`src/rtl/sfr_pkg.sv`:
```
package sfr_pkg;
  localparam int unsigned CMD_W = 8;
  localparam int unsigned ADDR_W = 24;
  localparam int unsigned BYTE_W = 8;

  localparam logic [CMD_W-1:0] OP_READ = 8'h03;
  localparam logic [CMD_W-1:0] OP_FAST = 8'h0B;
  localparam logic [CMD_W-1:0] OP_DOUT = 8'h3B;
  localparam logic [CMD_W-1:0] OP_DIO  = 8'hBB;

  localparam logic [3:0] DUMMY_SGL = 4'd8;
  localparam logic [3:0] DUMMY_DUAL = 4'd4;

  typedef enum logic [2:0] {PH_CMD, PH_ADDR, PH_DUMMY, PH_DATA, PH_SKIP} phase_e;

  typedef struct packed {
    logic       valid;
    logic       dual_addr;
    logic       dual_data;
    logic [3:0] dummy;
  } cmd_cfg_t;

  function automatic cmd_cfg_t decode_cmd(input logic [CMD_W-1:0] op);
    cmd_cfg_t c;
    c = '0;
    case (op)
      OP_READ: c.valid = 1'b1;
      OP_FAST: begin c.valid = 1'b1; c.dummy = DUMMY_SGL; end
      OP_DOUT: begin c.valid = 1'b1; c.dual_data = 1'b1; c.dummy = DUMMY_SGL; end
      OP_DIO:  begin
        c.valid = 1'b1; c.dual_addr = 1'b1; c.dual_data = 1'b1; c.dummy = DUMMY_DUAL;
      end
      default: c = '0;
    endcase
    return c;
  endfunction
endpackage

```
`src/rtl/sfr_sync_edge.sv`:
```
module sfr_sync_edge #(
  parameter int unsigned STAGES = 2
) (
  input  logic       clk_i,
  input  logic       rst_ni,
  input  logic       sck_i,
  input  logic       cs_ni,
  input  logic [1:0] sio_i,
  output logic       sel_o,
  output logic       rise_o,
  output logic       fall_o,
  output logic [1:0] sio_o
);
  // {cs_n, sck, sio1, sio0} travel together so they stay aligned
  logic [STAGES-1:0][3:0] pipe_q;
  logic                   sck_last_q;

  always_ff @(posedge clk_i or negedge rst_ni) begin
    if (!rst_ni) begin
      pipe_q     <= {STAGES{4'b1000}};
      sck_last_q <= 1'b0;
    end else begin
      pipe_q[0] <= {cs_ni, sck_i, sio_i};
      for (int i = 1; i < STAGES; i++) pipe_q[i] <= pipe_q[i-1];
      sck_last_q <= pipe_q[STAGES-1][2];
    end
  end

  assign sel_o  = ~pipe_q[STAGES-1][3];
  assign rise_o = pipe_q[STAGES-1][2] & ~sck_last_q;
  assign fall_o = ~pipe_q[STAGES-1][2] & sck_last_q;
  assign sio_o  = pipe_q[STAGES-1][1:0];
endmodule

```
`src/rtl/sfr_cmd_ctrl.sv`:
```
module sfr_cmd_ctrl
  import sfr_pkg::*;
#(
  parameter int unsigned MEM_AW = 19
) (
  input  logic              clk_i,
  input  logic              rst_ni,
  input  logic              sel_i,
  input  logic              rise_i,
  input  logic [1:0]        sio_i,
  output phase_e            phase_o,
  output logic              dual_data_o,
  output logic              addr_vld_o,
  output logic [MEM_AW-1:0] addr_o
);
  localparam int unsigned CNT_W = $clog2(ADDR_W);
  localparam logic [CNT_W-1:0] LAST_CMD  = CNT_W'(CMD_W - 1);
  localparam logic [CNT_W-1:0] LAST_SGL  = CNT_W'(ADDR_W - 1);
  localparam logic [CNT_W-1:0] LAST_DUAL = CNT_W'(ADDR_W / 2 - 1);

  phase_e            phase_q;
  logic [CNT_W-1:0]  cnt_q;
  logic [MEM_AW-1:0] sh_q, sh_nxt;
  cmd_cfg_t          cfg_q, cfg_nxt;
  logic              vld_q;
  logic [CNT_W-1:0]  addr_last;

  // address bits above MEM_AW fall off the top of the shifter
  always_comb begin
    if (phase_q == PH_ADDR && cfg_q.dual_addr) sh_nxt = {sh_q[MEM_AW-3:0], sio_i};
    else                                       sh_nxt = {sh_q[MEM_AW-2:0], sio_i[0]};
    cfg_nxt   = decode_cmd(sh_nxt[CMD_W-1:0]);
    addr_last = cfg_q.dual_addr ? LAST_DUAL : LAST_SGL;
  end

  always_ff @(posedge clk_i or negedge rst_ni) begin
    if (!rst_ni) begin
      phase_q <= PH_CMD;
      cnt_q   <= '0;
      sh_q    <= '0;
      cfg_q   <= '0;
      vld_q   <= 1'b0;
    end else begin
      vld_q <= 1'b0;
      if (!sel_i) begin
        phase_q <= PH_CMD;
        cnt_q   <= '0;
        cfg_q   <= '0;
      end else if (rise_i) begin
        case (phase_q)
          PH_CMD: begin
            sh_q  <= sh_nxt;
            cnt_q <= cnt_q + CNT_W'(1);
            if (cnt_q == LAST_CMD) begin
              cnt_q   <= '0;
              cfg_q   <= cfg_nxt;
              phase_q <= cfg_nxt.valid ? PH_ADDR : PH_SKIP;
            end
          end
          PH_ADDR: begin
            sh_q  <= sh_nxt;
            cnt_q <= cnt_q + CNT_W'(1);
            if (cnt_q == addr_last) begin
              cnt_q   <= '0;
              vld_q   <= 1'b1;
              phase_q <= (cfg_q.dummy == '0) ? PH_DATA : PH_DUMMY;
            end
          end
          PH_DUMMY: begin
            cnt_q <= cnt_q + CNT_W'(1);
            if (cnt_q == CNT_W'(cfg_q.dummy - 4'd1)) begin
              cnt_q   <= '0;
              phase_q <= PH_DATA;
            end
          end
          default: ;
        endcase
      end
    end
  end

  assign phase_o     = phase_q;
  assign dual_data_o = cfg_q.dual_data;
  assign addr_vld_o  = vld_q;
  assign addr_o      = sh_q;
endmodule

```
`src/rtl/sfr_out_path.sv`:
```
module sfr_out_path
  import sfr_pkg::*;
#(
  parameter int unsigned MEM_AW = 19
) (
  input  logic              clk_i,
  input  logic              rst_ni,
  input  logic              sel_i,
  input  logic              fall_i,
  input  phase_e            phase_i,
  input  logic              dual_i,
  input  logic              addr_vld_i,
  input  logic [MEM_AW-1:0] addr_i,
  input  logic [BYTE_W-1:0] mem_data_i,
  output logic [MEM_AW-1:0] mem_addr_o,
  output logic              mem_rd_o,
  output logic [1:0]        sio_o,
  output logic [1:0]        sio_oe_o
);
  localparam int unsigned POS_W = $clog2(BYTE_W);

  logic [MEM_AW-1:0] addr_q;
  logic              rd_q;
  logic [BYTE_W-1:0] byte_q, cur;
  logic [POS_W-1:0]  pos_q;
  logic [1:0]        pad_q;
  logic              drv_q;

  // a new byte is taken from the array port at bit position zero
  assign cur = (pos_q == '0) ? mem_data_i : byte_q;

  always_ff @(posedge clk_i or negedge rst_ni) begin
    if (!rst_ni) begin
      addr_q <= '0;
      rd_q   <= 1'b0;
      byte_q <= '0;
      pos_q  <= '0;
      pad_q  <= '0;
      drv_q  <= 1'b0;
    end else begin
      rd_q <= 1'b0;
      if (!sel_i) begin
        pos_q <= '0;
        pad_q <= '0;
        drv_q <= 1'b0;
      end else if (addr_vld_i) begin
        addr_q <= addr_i;
        rd_q   <= 1'b1;
      end else if (fall_i && phase_i == PH_DATA) begin
        drv_q <= 1'b1;
        if (dual_i) begin
          pad_q  <= cur[BYTE_W-1 -: 2];
          byte_q <= cur << 2;
          pos_q  <= pos_q + POS_W'(2);
        end else begin
          pad_q  <= {cur[BYTE_W-1], 1'b0};
          byte_q <= cur << 1;
          pos_q  <= pos_q + POS_W'(1);
        end
        if (pos_q == '0) begin
          addr_q <= addr_q + MEM_AW'(1);
          rd_q   <= 1'b1;
        end
      end
    end
  end

  assign mem_addr_o = addr_q;
  assign mem_rd_o   = rd_q;
  assign sio_o      = pad_q;
  assign sio_oe_o   = drv_q ? {1'b1, dual_i} : 2'b00;
endmodule

```
`src/rtl/sfr_read_engine.sv`:
```
module sfr_read_engine
  import sfr_pkg::*;
#(
  parameter int unsigned MEM_AW      = 19,
  parameter int unsigned SYNC_STAGES = 2
) (
  input  logic              clk_i,
  input  logic              rst_ni,
  input  logic              sck_i,
  input  logic              cs_ni,
  input  logic [1:0]        sio_i,
  output logic [1:0]        sio_o,
  output logic [1:0]        sio_oe_o,
  output logic [MEM_AW-1:0] mem_addr_o,
  output logic              mem_rd_o,
  input  logic [7:0]        mem_data_i
);
  logic              sel, rise, fall, dual, addr_vld;
  logic [1:0]        sio_s;
  phase_e            phase;
  logic [MEM_AW-1:0] addr;

  sfr_sync_edge #(.STAGES(SYNC_STAGES)) u_sync (
    .clk_i (clk_i), .rst_ni (rst_ni), .sck_i (sck_i), .cs_ni (cs_ni), .sio_i (sio_i),
    .sel_o (sel), .rise_o (rise), .fall_o (fall), .sio_o (sio_s)
  );

  sfr_cmd_ctrl #(.MEM_AW(MEM_AW)) u_ctrl (
    .clk_i (clk_i), .rst_ni (rst_ni), .sel_i (sel), .rise_i (rise), .sio_i (sio_s),
    .phase_o (phase), .dual_data_o (dual), .addr_vld_o (addr_vld), .addr_o (addr)
  );

  sfr_out_path #(.MEM_AW(MEM_AW)) u_out (
    .clk_i (clk_i), .rst_ni (rst_ni), .sel_i (sel), .fall_i (fall), .phase_i (phase),
    .dual_i (dual), .addr_vld_i (addr_vld), .addr_i (addr), .mem_data_i (mem_data_i),
    .mem_addr_o (mem_addr_o), .mem_rd_o (mem_rd_o), .sio_o (sio_o), .sio_oe_o (sio_oe_o)
  );
endmodule

```
`config.mk`:
```
export PLATFORM = sky130hd
export DESIGN_NAME = sfr_read_engine
export DESIGN_NICKNAME = d
export VERILOG_FILES = /design/src/rtl/sfr_pkg.sv /design/src/rtl/sfr_sync_edge.sv /design/src/rtl/sfr_cmd_ctrl.sv /design/src/rtl/sfr_out_path.sv /design/src/rtl/sfr_read_engine.sv
export SDC_FILE = /design/constraint.sdc
export NUM_CORES = 1
export LEC_CHECK = 0
export BUFFER_PORTS_ARGS = -buffer_cell sky130_fd_sc_hd__buf_2
export CORE_MARGIN = 1
export CORE_UTILIZATION = 46
export CTS_CLUSTER_DIAMETER = 80
export DETAILED_ROUTE_END_ITERATION = 16
export GPL_ROUTABILITY_DRIVEN = 0
export GPL_TIMING_DRIVEN = 0
export PLACE_DENSITY_LB_ADDON = 0.3
export RECOVER_POWER = 100
export SLEW_MARGIN = 20
export SYNTH_ARGS = -nofsm -noshare
export SYNTH_HDL_FRONTEND = slang
export SYNTH_SLANG_ARGS = --single-unit
```
`constraint.sdc`:
```
create_clock -name clk_i -period 1.7 [get_ports clk_i]
set_input_delay 0.17 -clock clk_i [delete_from_list [all_inputs] [get_ports clk_i]]
set_output_delay 0.17 -clock clk_i [all_outputs]
set_load 0.03 [all_outputs]
```
# [Yosys cells after proc, flatten, opt, wreduce, memory -nomap -nowiden]
# Index checks and enable logic that the tools add are counted.
[classes] addsub=5 eq_ne=14 n_mux=49 bitwise_logic=6 reduce_logical=23
[op_table] cell="$mux W19" n=4
[op_table] cell="$mux W3" n=10
[op_table] cell="$mux W5" n=6
[op_table] cell="$mux W6" n=4
[op_table] cell="$add A19 B1 Y19 const B" n=1
[op_table] cell="$mux W1" n=16
[op_table] cell="$mux W8" n=2
[op_table] cell="$pmux W5 S3" n=1
[op_table] cell="$reduce_and A3 Y1" n=4
[op_table] cell="$reduce_bool A2 Y1" n=6
[op_table] cell="$eq A5 B5 Y1" n=2
[op_table] cell="$pmux W3 S3" n=1
[op_table] cell="$eq A8 B2 Y1 const B" n=1
[op_table] cell="$eq A8 B4 Y1 const B" n=1
[op_table] cell="$eq A8 B6 Y1 const B" n=1
[op_table] cell="$eq A8 B8 Y1 const B" n=1
[op_table] cell="$mux W2" n=4
[op_table] cell="$pmux W4 S2" n=1
[op_table] cell="$eq A3 B2 Y1 const B" n=2
[op_table] cell="$logic_not A3 Y1" n=2
[op_table] cell="$ne A3 B2 Y1 const B" n=2
[op_table] cell="$reduce_or A2 Y1" n=3
[op_table] cell="$add A5 B1 Y5 const B" n=1
[op_table] cell="$eq A5 B3 Y1 const B" n=1
[op_table] cell="other kinds (14)" n=20
[word_totals] ff_bits=77 input_bits=14 output_inout_bits=24 word_cells=113

# [Logic depth before layout (Yosys ltp)]
# Gate-level depths: netlist (run 1).
[logic_depth] depth_word=11 ltp_mapped=10 depth_no_buf=9

# [Cells and area by module]
# Synthesis (run 1) repeated with hierarchy kept, for this count alone.
[hier_totals] hier_cells=430 area_unflattened_um2=4187.8
[by_module_without_submodules] mod="sfr_out_path" n_inst=1 cells_each=233 area_each_um2=2138.3 seq_area_each_um2=825.8
[by_module_without_submodules] mod="sfr_cmd_ctrl" n_inst=1 cells_each=183 area_each_um2=1788.0 seq_area_each_um2=775.7
[by_module_without_submodules] mod="sfr_sync_edge" n_inst=1 cells_each=14 area_each_um2=261.5 seq_area_each_um2=227.7

# [Worst setup path after synthesis (run 1)]
# OpenSTA, ideal clock, no wires.
[synth_path] path_type="reg2reg" start="register u_out.addr_q[0] (netlist: u_out.mem_addr_o[0])" end="register u_out.addr_q[16] (netlist: u_out.mem_addr_o[16])" setup_ns=0.087 t_arrival_ns=1.828 t_required_ns=1.613 path_slack_ns=-0.215 path_stages_with_launch=8 n_path_buf=1 synth_period_minus_slack_ns=1.915 path_cell_list="dfrtp_1 > ha_1 > nand2_1 > or3_1 > buf_2 > nor3_4 > a311oi_1 > a211oi_2"
[synth_between] elab_chain_cells=4
[synth_rtl] item="start: declaration" line_no="sfr_out_path.sv:22" source="logic [MEM_AW-1:0] addr_q;"
[synth_rtl] item="start signal: assignment" line_no="sfr_out_path.sv:47" source="addr_q <= addr_i;"
[synth_rtl] item="start signal: assignment" line_no="sfr_out_path.sv:61" source="addr_q <= addr_q + MEM_AW'(1);"
[synth_rtl] item="$add A19 B1 Y19" line_no="sfr_out_path.sv:61"
[synth_rtl] item="$mux W19" line_no="sfr_out_path.sv:60" source="if (pos_q == '0) begin"
[synth_rtl] item="$mux W19" line_no="sfr_out_path.sv:49" source="end else if (fall_i && phase_i == PH_DATA) begin"
[synth_rtl] item="$mux W19" line_no="sfr_out_path.sv:46" source="end else if (addr_vld_i) begin"
# No other way between the ends. The select of a mux whose other input is x is not followed.
# A chain may end at the register's enable or synchronous reset.

# [Worst setup path in the final report (run 1)]
[layout_path] start="register u_ctrl.phase_q[2] (netlist: u_ctrl.phase_o[2])" end="register u_out.byte_q[1]"
[layout_between] elab_chain_cells=3
[layout_rtl] item="start: declaration" line_no="sfr_cmd_ctrl.sv:21" source="phase_e phase_q;"
[layout_rtl] item="start signal: assignment" line_no="sfr_cmd_ctrl.sv:57" source="phase_q <= cfg_nxt.valid ? PH_ADDR : PH_SKIP;"
[layout_rtl] item="start signal: assignment" line_no="sfr_cmd_ctrl.sv:66" source="phase_q <= (cfg_q.dummy == '0) ? PH_DATA : PH_DUMMY;"
[layout_rtl] item="$eq A3 B2 Y1" line_no="sfr_out_path.sv:49"
[layout_rtl] item="$logic_and A1 B1 Y1" line_no="sfr_out_path.sv:49"
[layout_rtl] item="$reduce_and A3 Y1 (no line)"
[layout_rtl] item="end signal: assignment" line_no="sfr_out_path.sv:53" source="byte_q <= cur << 2;"
[layout_rtl] item="end signal: assignment" line_no="sfr_out_path.sv:57" source="byte_q <= cur << 1;"
[layout_rtl] item="end: declaration" line_no="sfr_out_path.sv:24" source="logic [BYTE_W-1:0] byte_q, cur;"
# No other way between the ends.

==> impl_metrics.tcl, run 1 <==
set metrics [dict create \
    drcViolationCount 0 \
    drt_iter0_drc 212 \
    synth_area_per_cell_um2 9.42 \
    slew_headroom_pct 38.4 \
    grt_start_max_net_pins 58 \
    dr.pass1.iters 6 \
    power.density_nw_per_um2 718 \
    netlist.area_leader.share_pct 44.0 \
    syn-instance-count 429 \
    root_buffer "clkbuf_8" \
    end_kind "register" \
    crit_type "reg -> reg" \
    synth_common_cells "dfrtp_1, a21oi_1, nor2_1" \
    area_growth_pct 35.9 \
    cts.sinks 73 \
    grt_pass1_vias 3416 \
    holdCritPathClass "in -> reg" \
    holdWs_ns 0.128 \
    routed_via_density 5.89 \
    grt_pass1_wl_mm 16.2 \
    synth.top_cells.by_area "dfrtp_1, mux2i_1, a21oi_1" \
    yosysWarningCount 0 \
    htree_levels 3 \
    place_area_um2 4420 \
    dp_slack_ns -0.275 \
    drive_above_1_share_pct 35.0 \
    postRouteAntennaNets 0 \
    cp_top_family "simple AND/OR/NAND/NOR gates" \
    regToRegSetupSlack_ns -0.17 \
    die_area_um2 9160 \
    fp.dieW_um 95.7 \
    cp_data_arrival_time_ns 2.16 \
    crit_slowest_cell "dfrtp_1" \
    cp_cell_sequence "nand4b_1 -> or3_1 -> buf_6 -> nor2_4 -> buf_6 -> nand4b_1 -> o21ai_1" \
    slew_viol_final 0 \
    synth_cell_types 64 \
    status "finished with violations" \
    fp.dieH_um 95.7 \
    max_stage_delay_ns 0.41 \
    final_area_um2 5490 \
    synthArstFlopShare_pct 100 \
    hold_viol 0 \
    ys.flop_type "dfrtp_1" \
    antenna_found_initial 0 \
    maxCapViolCount 0 \
    finClkSkew_ns 0.0137 \
    clk_latency_ns 0.37 \
    ioPinCount 38 \
    finalSetupViolCount 32 \
    syn_area_um2 4040 \
    cts_buffer_depth 2 \
    diodes 0 \
    power_leakage_nw 2.26 \
    synth_largest_area_cell "dfrtp_1" \
    numCtsBuffers 9 \
    numPortBuffers 37 \
    synth_fp_nets 449 \
    seq_area_frac_synth_pct 45.3 \
    synth_most_common_cell "dfrtp_1" \
    nNetsFinal 538 \
    core-area_um2 8340 \
    worstMarginPinSlew_ns 0.925 \
    p_total_mw 3.94 \
    ys_seq_elements 73 \
    violations "negative setup slack" \
    post-route-min-period_ns 1.87 \
    peakVddDrop_mv 0.463 \
    routed_wl_mm 11.0 \
    synth-edff-count 0 \
    clkTransAtPathRegs_ns 0.08 \
    grt.total_usage_pct 23.0 \
    wire_per_inst_um 17.4 \
    cp-start-kind "register" \
    num_rows 33 \
    fmax_mhz 536 \
    final_util_pct 65.8 \
    crit_required_ns 1.99 \
    post-dp-hpwl_mm 6.34 \
    fin_ws_ns -0.166 \
    critical_path_buf_inv_count 2 \
    grt_overflow_total 0 \
    fin_crit_sh_pct 110 \
    cp_max_fo 6 \
    start_util_pct 48.4 \
    cts_tree "yes" \
    rsz0062_at_grt "true" \
    route.vias.total 3698 \
]
cell families (layout without fill, tap and decap cells):
kind of cell    Yosys count  count (layout)  synth area share, %
xor+xnor                  5               5                 1.08
compound gates          107             107                 16.2
fa+ha+maj                 6               6                 1.86
buf+inv                  46             140                 5.20
simple gates            151             151                 20.0
mux                      41              41                 10.4
flops                    73              73                 45.3
stage by stage:
stage / TNS, ns / std cells
floorplan: -0.106 / 429
global placement: -6.76 / 571
detailed placement: -8.04 / 572
CTS: -0.788 / 607
global route: -9.14 / 628
finish: -2.59 / 628
area by class of cell:
| cell class | count | area (um^2) |
|---|---|---|
| Buffer | 28 | 221 |
| Clock buffer | 12 | 165 |
| Clock inverter | 4 | 50.0 |
| Fill cell | 660 | 2850 |
| Inverter | 15 | 58.8 |
| Multi-Input combinational cell | 310 | 2420 |
| Sequential cell | 73 | 1850 |
| Tap cell | 105 | 131 |
| Timing Repair Buffer | 81 | 602 |
worst register-to-register path: stages, from the launching register on:
cell and delay (ns):
dfrtp_1 0.41, nand4b_1 0.27, or3_1 0.37, buf_6 0.14, nor2_4 0.21, buf_6 0.17, nand4b_1 0.12, o21ai_1 0.11
worst paths after layout:
kind | end | from | cells past startpoint
worst max-delay path | u_out.byte_q[1] | u_ctrl.phase_o[2] | 7
worst min-delay path | u_out.byte_q[1] | mem_data_i[0] | 3
max in group asynchronous | u_sync.pipe_q[6] | rst_ni | 3
worst max register to register | u_out.byte_q[1] | u_ctrl.phase_o[2] | 7
min in group asynchronous | u_out.mem_addr_o[8] | rst_ni | 2
worst min register to register | u_sync.sio_o[0] | u_sync.pipe_q[0] | 0
placed cells by master (no fill, tap or decap), drive strengths merged, types with 3 or more instances in the layout:
cell	n
a211o	3
a211oi	3
a21o	3
a21oi	47
a22oi	3
a31oi	3
and2	3
and4bb	3
buf	64
clkbuf	52
dfrtp	71
dlygate4sd3	5
ha	6
inv	15
mux2	8
mux2i	33
nand2	29
nand2b	7
nand3	13
nand4	4
nand4b	6
nor2	47
nor3	10
nor4	6
nor4b	3
o21ai	24
o22ai	3
o2bb2ai	4
or3	7
xor2	3
flip-flops by register name (all words and copies together), names as in the netlist:
register	count
u_ctrl.addr_o	19
u_out.mem_addr_o	19
u_out.byte_q	7
u_sync.pipe_q	6
u_ctrl.cnt_q	5
u_ctrl.phase_o	3
u_out.pos_q	3
u_ctrl.cfg_q	2
u_out.sio_o	2
u_sync.sio_o	2
u_ctrl.addr_vld_o	1
u_ctrl.dual_data_o	1
u_out.drv_q	1
u_out.mem_rd_o	1
u_sync.sck_last_q	1
per-layer routing:
| layer | routed length, um | vias up | GRT usage, % |
|---|---|---|---|
| li1 | - | 1724 | - |
| met2 | 5570 | 111 | 38.5 |
| met5 | 0 | - | 0 |
| met4 | 282 | 0 | 10.2 |
| met3 | 481 | 29 | 4.34 |
| met1 | 4620 | 1834 | 28.8 |
timing repair:
action	in CTS	in global routing
hold buffers	5	0
buffers inserted	15	20
hold endpoints to repair	30	0
endpoints found under the setup margin	63	56
cloned	1	3
pin swaps	16	42
resized for setup	48	101
report_power, final:
group	switching, mW	internal [mW]
clock	0.685	0.795
sequential	0.173	1.86
combinational	0.233	0.192
(Power assumes the default switching activity.)
==> run 2: changes to the inputs <==
Settings changed: MAX_ROUTING_LAYER set to met4, SKIP_LAST_GASP set to 1.
==> run 2 against run 1 <==
  * The flow still finishes with violations (negative setup slack)
  * Final cell count unchanged
  * Setup slack better by 0.0039 ns
  * Combinational power up 5.2%
  * Critical path type unchanged
  * Largest power group unchanged
==> impl_metrics.tcl, run 2 (synthesis gave the netlist of run 1 again) <==
set metrics [dict create \
    nNetsFinal 538 \
    core-area_um2 8340 \
    postRouteAntennaNets 0 \
    routed_via_density 5.92 \
    slew_headroom_pct 38.5 \
    wire_per_inst_um 17.5 \
    power.density_nw_per_um2 726 \
    grt_start_max_net_pins 58 \
    maxCapViolCount 0 \
    mostFrequentLayoutCell "dfrtp_1" \
    clkTransAtPathRegs_ns 0.08 \
    crit_type "reg -> reg" \
    numPortBuffers 37 \
    finalSetupViolCount 44 \
    fmax_mhz 537 \
    cp_data_arrival_time_ns 2.15 \
    final_area_um2 5450 \
    p_total_mw 3.95 \
    htree_levels 3 \
    crit_required_ns 1.99 \
    drt_iter0_drc 189 \
    cts_buffer_depth 2 \
    grt_overflow_total 0 \
    regToRegSetupSlack_ns -0.16 \
    root_buffer "clkbuf_8" \
    numCtsBuffers 9 \
    place_area_um2 4420 \
    route.vias.total 3717 \
    area_growth_pct 34.8 \
    cts_tree "yes" \
    grt_pass1_wl_mm 16.3 \
    grt_pass1_vias 3418 \
    fp.dieW_um 95.7 \
    violations "negative setup slack" \
    nFillCells 665 \
    antenna_found_initial 0 \
    fp.dieH_um 95.7 \
    cp_max_fo 6 \
    power_leakage_nw 2.22 \
    diodes 0 \
    start_util_pct 48.4 \
    post-dp-hpwl_mm 6.34 \
    finClkSkew_ns 0.0144 \
    cts.sinks 73 \
    dr.pass1.iters 4 \
    drcViolationCount 0 \
    end_kind "register" \
    fin_ws_ns -0.162 \
    holdCritPathClass "in -> reg" \
    peakVddDrop_mv 0.467 \
    ioPinCount 38 \
    slew_viol_final 0 \
    layout_common_cells "dfrtp_1, nor2_1, a21oi_1" \
    die_area_um2 9160 \
    drive_above_1_share_pct 34.8 \
    rsz0062_at_grt "true" \
    cp-start-kind "register" \
    routed_wl_mm 11.0 \
    num_rows 33 \
    tns_ns -3.05 \
    fin_crit_sh_pct 110 \
    worstMarginPinSlew_ns 0.922 \
    post-route-min-period_ns 1.86 \
    hold_viol 0 \
    grt.total_usage_pct 23.7 \
    status "finished with violations" \
    clk_latency_ns 0.37 \
]
==> run 2: cell count changes in the layout (fill, tap and decap cells not counted), sizes merged <==
| cell | delta |
|---|---|
| buf | +1 |
| clkbuf | -1 |
==> run 2: layout make-up <==
| class | instances | area [um^2] | area share (%) |
|---|---|---|---|
| clock buffer | 12 | 165 | 3.03 |
| inverter | 15 | 58.8 | 1.08 |
| multi-input combinational | 310 | 2400 | 44.2 |
| timing repair buffer | 80 | 567 | 10.4 |
| clock inverter | 4 | 50.0 | 0.919 |
| buffer | 29 | 224 | 4.11 |
| tap | 105 | 131 | 2.41 |
| sequential | 73 | 1840 | 33.9 |
==> run 2: per-layer routing <==
metal	vias to the layer above	GRT usage [%]	wire length (um)
met5	-	-	0
met4	0	10.2	381
met3	35	4.34	483
met2	121	38.5	5530
met1	1833	28.9	4560
li1	1728	-	-
==> run 2: what timing repair did <==
action / in CTS / in global routing
resized for setup: 45 / 98
setup endpoints to repair: 63 / 57
pin swaps: 15 / 33
setup buffers: 15 / 20
cloned: 1 / 2
endpoints found under the hold margin: 30 / 0
hold buffers: 5 / 0
==> run 2: path summary, 6_finish.rpt <==
check | startpoint | to | cells past startpoint
max | u_ctrl.phase_o[2] | u_out.byte_q[1] | 7
min | mem_data_i[0] | u_out.byte_q[1] | 3
max reg2reg | u_ctrl.phase_o[2] | u_out.byte_q[1] | 7
min reg2reg | u_sync.pipe_q[0] | u_sync.sio_o[0] | 0
max in group asynchronous | rst_ni | u_ctrl.dual_data_o | 3
min in group asynchronous | rst_ni | u_out.mem_addr_o[8] | 2
==> run 2: worst max-delay path, cell delays in order, from the launching register on <==
cell and delay [ns]:
dfrtp_1 0.41, nand4b_1 0.27, or3_1 0.35, buf_4 0.16, nor2_4 0.21, buf_6 0.17
nand4b_1 0.12, o21ai_1 0.10
==> run 2: power breakdown <==
| part | internal (mW) | switching [mW] | total, mW |
|---|---|---|---|
| Clock | 0.796 | 0.689 | 1.48 |
| Sequential | 1.86 | 0.155 | 2.02 |
| Combinational | 0.195 | 0.253 | 0.447 |
==> run 2: through the flow <==
stage | hold slack, ns | setup WS, ns | std cells | utilization (%)
6_report | 0.123 | -0.162 | 628 | 65.3
5_1_grt | 0.104 | -0.258 | 628 | 65.3
4_1_cts | 0.0666 | -0.133 | 607 | 59.6
3_5_place_dp | 0.0578 | -0.275 | 572 | 53.0
3_3_place_gp | 0.278 | -0.199 | 571 | 52.6
2_1_floorplan | -0.126 | -0.0641 | 429 | -
==> run 3: changes to the inputs <==
Settings changed: ABC_AREA set to 1.
==> run 3 against run 2 <==
  * The flow still finishes with violations (negative setup slack)
  * Register-to-register slack gained 0.11 ns
  * Clock-buffer cell count shrank 3
  * Largest power group unchanged
  * Fmax grew 6.1%
  * Sequential cell count is the same
  * Largest cell class unchanged
  * Clock skew shrank 0.0062 ns
==> impl_metrics.tcl, run 3 <==
set metrics [dict create \
    status "finished with violations" \
    violations "negative setup slack" \
    hold_viol 0 \
    crit_slowest_cell "dfrtp_2" \
    die_area_um2 9390 \
    synth_fp_nets 554 \
    grt.total_usage_pct 22.5 \
    area_growth_pct 28.5 \
    syn_area_um2 4140 \
    layout_common_cells "nand2_1, dfrtp_1, inv_1" \
    mostFrequentLayoutCell "nand2_1" \
    htree_levels 3 \
    grt_start_max_net_pins 55 \
    rsz0062_at_grt "true" \
    postRouteAntennaNets 0 \
    grt_overflow_total 0 \
    cts_buffer_depth 2 \
    dr.pass1.iters 5 \
    end_kind "register" \
    grt_pass1_wl_mm 16.9 \
    power.density_nw_per_um2 690 \
    wire_per_inst_um 14.6 \
    cp_top_family "simple AND/OR/NAND/NOR gates" \
    p_total_mw 3.67 \
    num_rows 34 \
    synth_largest_area_cell "dfrtp_1" \
    critical_path_buf_inv_count 1 \
    max_stage_delay_ns 0.45 \
    drive_above_1_share_pct 25.2 \
    antenna_found_initial 0 \
    yosysWarningCount 0 \
    numCtsBuffers 9 \
    peakVddDrop_mv 0.438 \
    finClkSkew_ns 0.00819 \
    root_buffer "clkbuf_8" \
    finalSetupViolCount 21 \
    fin_crit_sh_pct 103 \
    cp-start-kind "register" \
    cts_tree "yes" \
    slew_headroom_pct 18.6 \
    core-area_um2 8720 \
    power_leakage_nw 2.40 \
    cp_max_fo 6 \
    seq_area_frac_synth_pct 44.2 \
    post-route-min-period_ns 1.75 \
    routed_wl_mm 10.8 \
    ys_seq_elements 73 \
    fin_ws_ns -0.0547 \
    holdWs_ns 0.104 \
    route.vias.total 4014 \
    ys.flop_type "dfrtp_1" \
    synth_area_per_cell_um2 7.76 \
    synth_most_common_cell "nand2_1" \
    cts.sinks 73 \
    tns_ns -0.566 \
    diodes 0 \
    ioPinCount 38 \
    synthArstFlopShare_pct 100 \
    grt_pass1_vias 3638 \
    fp.dieH_um 96.9 \
    holdCritPathClass "in -> reg" \
    syn-instance-count 534 \
    drt_iter0_drc 294 \
    nNetsFinal 643 \
    netlist.area_leader.share_pct 42.9 \
    cp_common_cell "nand2_1" \
    cp_data_arrival_time_ns 2.00 \
    drcViolationCount 0 \
    fmax_mhz 570 \
    fp.dieW_um 96.9 \
    clk_latency_ns 0.35 \
    synth-edff-count 0 \
    worstMarginPinSlew_ns 1.22 \
    crit_required_ns 1.94 \
    final_cells 736 \
    synth_common_cells "nand2_1, dfrtp_1, o21ai_0" \
    cp_cell_sequence "nor2_4 -> buf_6 -> nand4_1 -> nand2_1 -> nand2_1 -> nor2_4 -> nand2_1 -> nand2_1 -> nor2_1 -> nand3_1 -> nand2_1" \
    dp.cells 680 \
    synth.top_cells.by_area "dfrtp_1, nand2_1, o21ai_0" \
    numPortBuffers 37 \
    slew_viol_final 0 \
    post-dp-hpwl_mm 6.94 \
    crit_type "reg -> reg" \
    start_util_pct 47.5 \
    maxCapViolCount 0 \
    routed_via_density 5.45 \
    synth_cell_types 37 \
    clkTransAtPathRegs_ns 0.08 \
]
-- run 3: cell types whose count changed after synthesis, sizes merged, moves of 8 or more --
| cell | previous run | this run |
|---|---|---|
| a21oi | 47 | 34 |
| clkbuf | 16 | 8 |
| inv | 15 | 65 |
| mux2 | 8 | 0 |
| mux2i | 33 | 6 |
| nand2 | 29 | 124 |
| nand3 | 13 | 39 |
| nand4 | 4 | 14 |
| nor2 | 47 | 37 |
| o21ai | 24 | 77 |
-- run 3: cells by family after synthesis --
group                    synth area share, %
buffers and inverters                   8.94
adder cells (fa/ha/maj)                 1.81
multiplexers                            1.45
AND/OR/NAND/NOR                         24.9
flip-flops                              44.2
XOR/XNOR                                2.75
AO/OA/AOI/OAI                           16.0
-- run 3: per-layer routing --
| metal | global-route usage (%) | share of wire [%] | up-vias |
|---|---|---|---|
| li1 | - | - | 1951 |
| met2 | 36.7 | 50 | 110 |
| met3 | 3.32 | 4.2 | 20 |
| met1 | 28.9 | 44 | 1933 |
| met4 | 7.12 | 2.0 | 0 |
| met5 | - | 0 | - |
-- run 3: tightest hold or removal path: stages --
cell	delay [ns]
buf_2	0.10
nand2_1	0.08
o22ai_1	0.07
-- run 3: final cells by class --
cell class | count | area [um^2]
multi-input combinational | 374 | 2180
clock buffer | 9 | 124
inverter | 67 | 260
sequential | 73 | 1840
fill | 757 | 3400
tap | 108 | 135
clock inverter | 7 | 77.6
timing repair buffer | 78 | 543
buffer | 20 | 166
-- run 3: path summary, 6_finish.rpt --
path | startpoint | endpoint | slack [ns] | cells after the start
max | u_ctrl.phase_o[1] | u_ctrl.phase_o[2] | -0.05 | 11
min | mem_data_i[0] | u_out.byte_q[1] | 0.10 | 3
min in group asynchronous | rst_ni | u_out.mem_addr_o[4] | 0.60 | 2
max in group asynchronous | rst_ni | u_sync.pipe_q[7] | 0.21 | 3
min reg2reg | u_sync.pipe_q[0] | u_sync.sio_o[0] | 0.35 | 0
max reg2reg | u_ctrl.phase_o[1] | u_ctrl.phase_o[2] | -0.05 | 11
-- run 3: through the flow --
| step | area, um^2 | utilization (%) | setup WS, ns |
|---|---|---|---|
| 2_1_floorplan | 4160 | - | 0.0143 |
| 3_3_place_gp | 4480 | 51.3 | -0.227 |
| 3_5_place_dp | 4510 | 51.7 | -0.265 |
| 4_1_cts | 4910 | 56.3 | 0.00322 |
| 5_1_grt | 5320 | 61.0 | -0.184 |
| 6_report | 5320 | 61.0 | -0.0547 |
-- run 3: repair_timing --
action                                  in CTS  in global routing
setup buffers                                9                 22
hold endpoints to repair                    23                  0
endpoints found under the setup margin      35                 53
pin swaps                                    7                 29
hold buffers                                 5                  0
cloned                                       0                  4
gates resized for setup                     23                 90
-- run 3: where the power goes --
group	switching, mW	leakage [nW]	internal [mW]
Clock	0.714	0.100	0.690
Combinational	0.269	1.35	0.150
Sequential	0.0522	0.944	1.80
Total	1.03	2.40	2.64
